File: config.mk
export PLATFORM = sky130hd
export DESIGN_NAME = conv_queue_seq
export DESIGN_NICKNAME = d
export VERILOG_FILES = /design/src/rtl/cqs_pkg.sv /design/src/rtl/cqs_interval_timer.sv /design/src/rtl/cqs_sticky_flags.sv /design/src/rtl/cqs_scan_engine.sv /design/src/rtl/conv_queue_seq.sv
export SDC_FILE = /design/constraint.sdc
export NUM_CORES = 1
export LEC_CHECK = 0
export CORE_MARGIN = 5
export CORE_UTILIZATION = 25
export CTS_CLUSTER_SIZE = 30
export DETAILED_ROUTE_END_ITERATION = 10
export GPL_ROUTABILITY_DRIVEN = 0
export PLACE_DENSITY = 0.49
export SLEW_MARGIN = 20
export SYNTH_ARGS = -nofsm -noshare
export SYNTH_HDL_FRONTEND = slang
export SYNTH_HIERARCHICAL = 1
export SYNTH_SLANG_ARGS = --single-unit
File: constraint.sdc
create_clock -name clk -period 2.87 [get_ports clk]
set_clock_uncertainty 0.2 [all_clocks]
set_input_delay 0.574 -clock clk [delete_from_list [all_inputs] [get_ports clk]]
set_output_delay 0.574 -clock clk [all_outputs]
set_load 0.02 [all_outputs]
File: src/rtl/cqs_pkg.sv
package cqs_pkg;

  typedef enum logic [1:0] {
    ST_IDLE   = 2'd0,
    ST_FETCH  = 2'd1,
    ST_DECODE = 2'd2,
    ST_CONV   = 2'd3
  } seq_state_t;

  localparam logic MODE_GATED = 1'b0;
  localparam logic MODE_TIMER = 1'b1;

endpackage

File: src/rtl/cqs_interval_timer.sv
module cqs_interval_timer #(
  parameter int MIN_EXP = 7,
  parameter int NUM_SEL = 11,
  parameter int SEL_W   = 4
) (
  input  logic             clk,
  input  logic             rst,
  input  logic             run,
  input  logic [SEL_W-1:0] period_sel,
  output logic             fire
);

  localparam int CNT_W = MIN_EXP + NUM_SEL - 1;

  logic [CNT_W-1:0] cnt;
  logic [CNT_W:0]   lim_full;
  logic [CNT_W:0]   lim_m1;
  logic             sel_ok;
  int               shamt;

  always_comb begin
    sel_ok   = (int'(period_sel) < NUM_SEL);
    shamt    = int'(period_sel) + MIN_EXP;
    lim_full = {{CNT_W{1'b0}}, 1'b1} << shamt;
    lim_m1   = lim_full - 1'b1;
  end

  always_ff @(posedge clk) begin
    if (rst || !run || !sel_ok) begin
      cnt  <= '0;
      fire <= 1'b0;
    end else if ({1'b0, cnt} == lim_m1) begin
      cnt  <= '0;
      fire <= 1'b1;
    end else begin
      cnt  <= cnt + 1'b1;
      fire <= 1'b0;
    end
  end

endmodule

File: src/rtl/cqs_sticky_flags.sv
module cqs_sticky_flags #(
  parameter int N = 2
) (
  input  logic         clk,
  input  logic         rst,
  input  logic [N-1:0] set_p,
  input  logic [N-1:0] clr_p,
  output logic [N-1:0] q
);

  for (genvar i = 0; i < N; i++) begin : g_flag
    always_ff @(posedge clk) begin
      if (rst)
        q[i] <= 1'b0;
      else if (set_p[i])
        q[i] <= 1'b1;
      else if (clr_p[i])
        q[i] <= 1'b0;
    end
  end

endmodule

File: src/rtl/cqs_scan_engine.sv
module cqs_scan_engine
  import cqs_pkg::*;
#(
  parameter int DEPTH = 16,
  parameter int CHW   = 5,
  parameter int AW    = $clog2(DEPTH)
) (
  input  logic           clk,
  input  logic           rst,
  input  logic           scan_en_set,
  input  logic           mode,
  input  logic           gate_in,
  input  logic           timer_fire,
  output logic           timer_run,
  output logic           tbl_rd,
  output logic [AW-1:0]  tbl_addr,
  input  logic [CHW:0]   tbl_data,
  output logic           conv_start,
  output logic [CHW-1:0] conv_chan,
  input  logic           conv_done,
  output logic           scan_en,
  output logic           set_done,
  output logic           set_abort,
  output logic [AW-1:0]  last_ptr
);

  localparam logic [CHW-1:0] EOQ_CODE = {CHW{1'b1}};
  localparam logic [AW-1:0]  LAST_IDX = AW'(DEPTH - 1);

  seq_state_t     state;
  logic [AW-1:0]  ptr;
  logic           start_ok;
  logic [CHW-1:0] word_chan;
  logic           unused_pause_bit;

  assign word_chan        = tbl_data[CHW-1:0];
  assign unused_pause_bit = tbl_data[CHW];

  assign start_ok  = (mode == MODE_GATED) ? gate_in : timer_fire;
  assign timer_run = (state == ST_IDLE) && scan_en && (mode == MODE_TIMER);
  assign tbl_rd    = (state == ST_FETCH);
  assign tbl_addr  = ptr;

  always_ff @(posedge clk) begin
    if (rst) begin
      state      <= ST_IDLE;
      ptr        <= '0;
      scan_en    <= 1'b0;
      conv_start <= 1'b0;
      conv_chan  <= '0;
      set_done   <= 1'b0;
      set_abort  <= 1'b0;
      last_ptr   <= '0;
    end else begin
      conv_start <= 1'b0;
      set_done   <= 1'b0;
      set_abort  <= 1'b0;
      unique case (state)
        ST_IDLE: begin
          if (!scan_en) begin
            if (scan_en_set) scan_en <= 1'b1;
          end else if (start_ok) begin
            ptr   <= '0;
            state <= ST_FETCH;
          end
        end
        ST_FETCH: state <= ST_DECODE;
        ST_DECODE: begin
          if (word_chan == EOQ_CODE) begin
            set_done <= 1'b1;
            scan_en  <= 1'b0;
            state    <= ST_IDLE;
          end else begin
            conv_start <= 1'b1;
            conv_chan  <= word_chan;
            state      <= ST_CONV;
          end
        end
        ST_CONV: begin
          if (conv_done) begin
            last_ptr <= ptr;
            if (mode == MODE_GATED && !gate_in) begin
              set_abort <= 1'b1;
              scan_en   <= 1'b0;
              state     <= ST_IDLE;
            end else if (ptr == LAST_IDX) begin
              set_done <= 1'b1;
              scan_en  <= 1'b0;
              state    <= ST_IDLE;
            end else begin
              ptr   <= ptr + 1'b1;
              state <= ST_FETCH;
            end
          end
        end
        default: state <= ST_IDLE;
      endcase
    end
  end

endmodule

File: src/rtl/conv_queue_seq.sv
module conv_queue_seq #(
  parameter int DEPTH   = 16,
  parameter int CHW     = 5,
  parameter int SEL_W   = 4,
  parameter int MIN_EXP = 7,
  parameter int NUM_SEL = 11,
  localparam int AW     = $clog2(DEPTH)
) (
  input  logic             clk,
  input  logic             rst,
  input  logic             scan_en_set,
  input  logic             clr_done,
  input  logic             clr_abort,
  input  logic             mode,
  input  logic [SEL_W-1:0] period_sel,
  input  logic             gate_in,
  output logic             tbl_rd,
  output logic [AW-1:0]    tbl_addr,
  input  logic [CHW:0]     tbl_data,
  output logic             conv_start,
  output logic [CHW-1:0]   conv_chan,
  input  logic             conv_done,
  output logic             scan_en,
  output logic             done_flag,
  output logic             abort_flag,
  output logic [AW-1:0]    last_ptr
);

  logic       timer_run;
  logic       timer_fire;
  logic       set_done;
  logic       set_abort;
  logic [1:0] flags_q;

  cqs_interval_timer #(
    .MIN_EXP(MIN_EXP),
    .NUM_SEL(NUM_SEL),
    .SEL_W  (SEL_W)
  ) timer_i (
    .clk       (clk),
    .rst       (rst),
    .run       (timer_run),
    .period_sel(period_sel),
    .fire      (timer_fire)
  );

  cqs_scan_engine #(
    .DEPTH(DEPTH),
    .CHW  (CHW),
    .AW   (AW)
  ) engine_i (
    .clk        (clk),
    .rst        (rst),
    .scan_en_set(scan_en_set),
    .mode       (mode),
    .gate_in    (gate_in),
    .timer_fire (timer_fire),
    .timer_run  (timer_run),
    .tbl_rd     (tbl_rd),
    .tbl_addr   (tbl_addr),
    .tbl_data   (tbl_data),
    .conv_start (conv_start),
    .conv_chan  (conv_chan),
    .conv_done  (conv_done),
    .scan_en    (scan_en),
    .set_done   (set_done),
    .set_abort  (set_abort),
    .last_ptr   (last_ptr)
  );

  cqs_sticky_flags #(.N(2)) flags_i (
    .clk  (clk),
    .rst  (rst),
    .set_p({set_abort, set_done}),
    .clr_p({clr_abort, clr_done}),
    .q    (flags_q)
  );

  assign done_flag  = flags_q[0];
  assign abort_flag = flags_q[1];

endmodule

==> summary.md <==
| Metric | Value |
|---|---|
| Status | `finished clean` |
| Share of the yosys chip area belonging to registers | `34.6%` |
| Async S/R FF share, synth | `0%` |
| Final routed DRC violation total | `0` |
| Worst setup EP type | `flip-flop` |
| Io pins | `36` |
| Clock buffer depth | `2` |
| Fin. Hold Viols | `0` |
| Critical path origin | `period_sel[1]` |
| Worst r2r src | `timer_i/cnt[16]` |
| Routed WL | `5180 um` |
| Chip Width | `105 um` |
| Max-Cap Viols | `0` |
| Commonest non-fill, non-tap cell in the layout | `dfxtp_1` |
| Synth unique cells | `59` |
| Setup crit start kind | `input pin` |
| Routed Antenna Nets | `0` |
| Finished Core Util | `32.7%` |
| Setup Fix Bufs, Post-CTS | `0` |
| Peak supply drop | `220 uV` |
| Worst hold path class | `reg -> reg` |
| Pre-CTS setup slack | `0.0218 ns` |
| Synth area leader | `dfxtp_1` |
| TNS Setup | `0 ns` |
| Initial antenna violation count | `0` |
| Iter 0 DRT Violations | `104` |
| Register area | `781 um2` |
| Synth Flop Type | `dfxtp_1` |
| CTS Sinks | `39` |
| Avg Vias per Cell | `4.74` |
| Area growth, synth to finish | `26.8%` |
| Unrepaired setup endpoints after global routing | `no` |
| Final WS setup | `0.313 ns` |
| Synth area leaders | `dfxtp_1 (35%), a21oi_1 (6.2%), xnor2_1 (5.0%), mux2i_1 (4.0%), nand2_1 (3.5%)` |
| Nets | `320` |
| Power density cells | `434 nW/um2` |
| Final hold slack | `0.228 ns` |
| CP required | `2.91 ns` |
| Fin cells | `408` |
| Post-CTS Hold Fix Bufs | `0` |
| ANT cells | `0` |
| P_leak | `0.00101 uW` |
| Finish-stage setup viols | `0` |
| Post-cts resize count | `0` |
| Total die area | `11000 um2` |
| Die Y | `105 um` |
| Layout filler cell count | `931` |
| Largest net degree at the start of global routing | `22` |
| Routed len/inst | `12.7 um` |
| Fin crit period | `2.56 ns` |
| Root buf cell | `clkbuf_8` |
| Clk Latency, worst-skew pair | `0.29 ns` |
| Mapped Area | `2260 um2` |
| Synthesized flop and latch total | `39` |
| Pins Over Slew Limit | `0` |
| Drt pass-1 iters | `4` |
| TritonCTS clock tree | `built` |
| Min-delay src | `engine_i/set_done` |
| Vias in the first global route | `1911` |
| Initial Util | `25.8%` |
| Cells after DPL | `400` |
| Setup CP Type | `in -> reg` |
| Most frequent cells in the layout | `dfxtp_1 (39), clkdlybuf4s50_1 (34), a21oi_1 (28)` |
| Std cell rows | `34` |
| Fmax | `0.391 GHz` |
| Area occupied by multi-input gates | `1300 um2` |
| Share of layout cells above drive strength 1 | `12.7%` |
| H-Tree Depth | `2` |
| Critical Path Fanout Max | `17` |
| Tcrit/Tclk final | `89.1%` |
| Clock-pin slew on the worst setup and hold paths | `0.08 ns` |
| Cells after Synth | `262` |
| CTS buffer count | `5` |
| Gr usage total | `9.73%` |
| Post-synth top area share | `34.6%` |
| Synthesized area per cell | `8.62 um2` |
| PortBufs | `34` |
| Yosys warnings | `6` |
| WP data arrival | `2.60 ns` |
| Post-synth EDFFs | `0` |
| DPL Wire Length | `3780 um` |
| Core footprint | `8760 um2` |
| Grt total ovfl | `0` |
| First-pass GRT wire length | `9050 um` |
| Routed vias | `1934` |
-- report_power, final --
group / internal [uW] / switching, uW / leakage, uW / total [uW]
combinational: 71.4 / 66.6 / 0.000627 / 138
sequential: 548 / 8.59 / 0.000315 / 556
clock: 347 / 200 / 0.0000644 / 547
-- per-stage QoR --
step	power, uW	cell area (um2)
after CTS	1260	2860
after global placement	707	2730
after global routing	1310	2860
final	1240	2860
after detailed placement	707	2730
after floorplan	651	2260
-- logic make-up (layout without fill, tap and decap cells) --
| family | count (synthesis) | in the layout | synth area share [%] |
|---|---|---|---|
| simple gates | 100 | 100 | 25.5 |
| mux | 10 | 10 | 4.49 |
| other cells | 1 | 2 | 0.166 |
| fa+ha+maj | 3 | 3 | 1.66 |
| buf+inv | 26 | 63 | 7.98 |
| flops | 39 | 39 | 34.6 |
| xor+xnor | 15 | 15 | 5.82 |
| compound gates | 68 | 68 | 19.8 |
-- synth_stat cells, types with 7 or more instances --
cell / instances
dfxtp_1: 39
a21oi_1: 28
nand2_1: 21
nor2_1: 16
o21ai_0: 15
xnor2_1: 13
nand3_1: 10
mux2i_1: 9
nand4_1: 8
nor3_1: 8
inv_1: 7
o21a_1: 7
-- critical path, stage by stage --
cell and delay (ns):
clkdlybuf4s50_1 0.54, or3_1 0.36, a21oi_1 0.15, o21ai_0 0.16
a2111oi_4 0.43, buf_12 0.19, and3_2 0.18
-- layout make-up --
class,count,area share (%)
clock buffer,5,2.40
clock inverter,3,2.36
inverter,7,0.918
multi-input combinational,198,45.4
sequential,39,27.3
tap,108,4.72
timing repair buffer,48,16.9
-- metal layers --
metal / global-route usage, % / part of all wire (%) / up-vias
li1: - / - / 1014
met1: 13.4 / 50 / 887
met2: 15.3 / 46 / 28
met3: 2.16 / 2.9 / 5
met4: 2.74 / 0.89 / 0
met5: 0 / 0 / -
-- sequential cells by signal (all words and copies together) (netlist names) --
register and cells:
engine_i/tbl_addr 4, engine_i/set_abort 1, engine_i/scan_en 1, engine_i/last_ptr 4
flags_i/q 2, timer_i/fire 1, engine_i/set_done 1, engine_i/conv_start 1
timer_i/cnt 17, engine_i/state 2, engine_i/conv_chan 5
-- final timing paths --
check,endpoint,slack (ns),cells after the start
max,timer_i/fire,0.31,7
min,flags_i/q[0],0.23,2
max reg2reg,timer_i/fire,0.71,6
min reg2reg,flags_i/q[0],0.23,2
No activity file was read; power rests on OpenSTA's default activity.
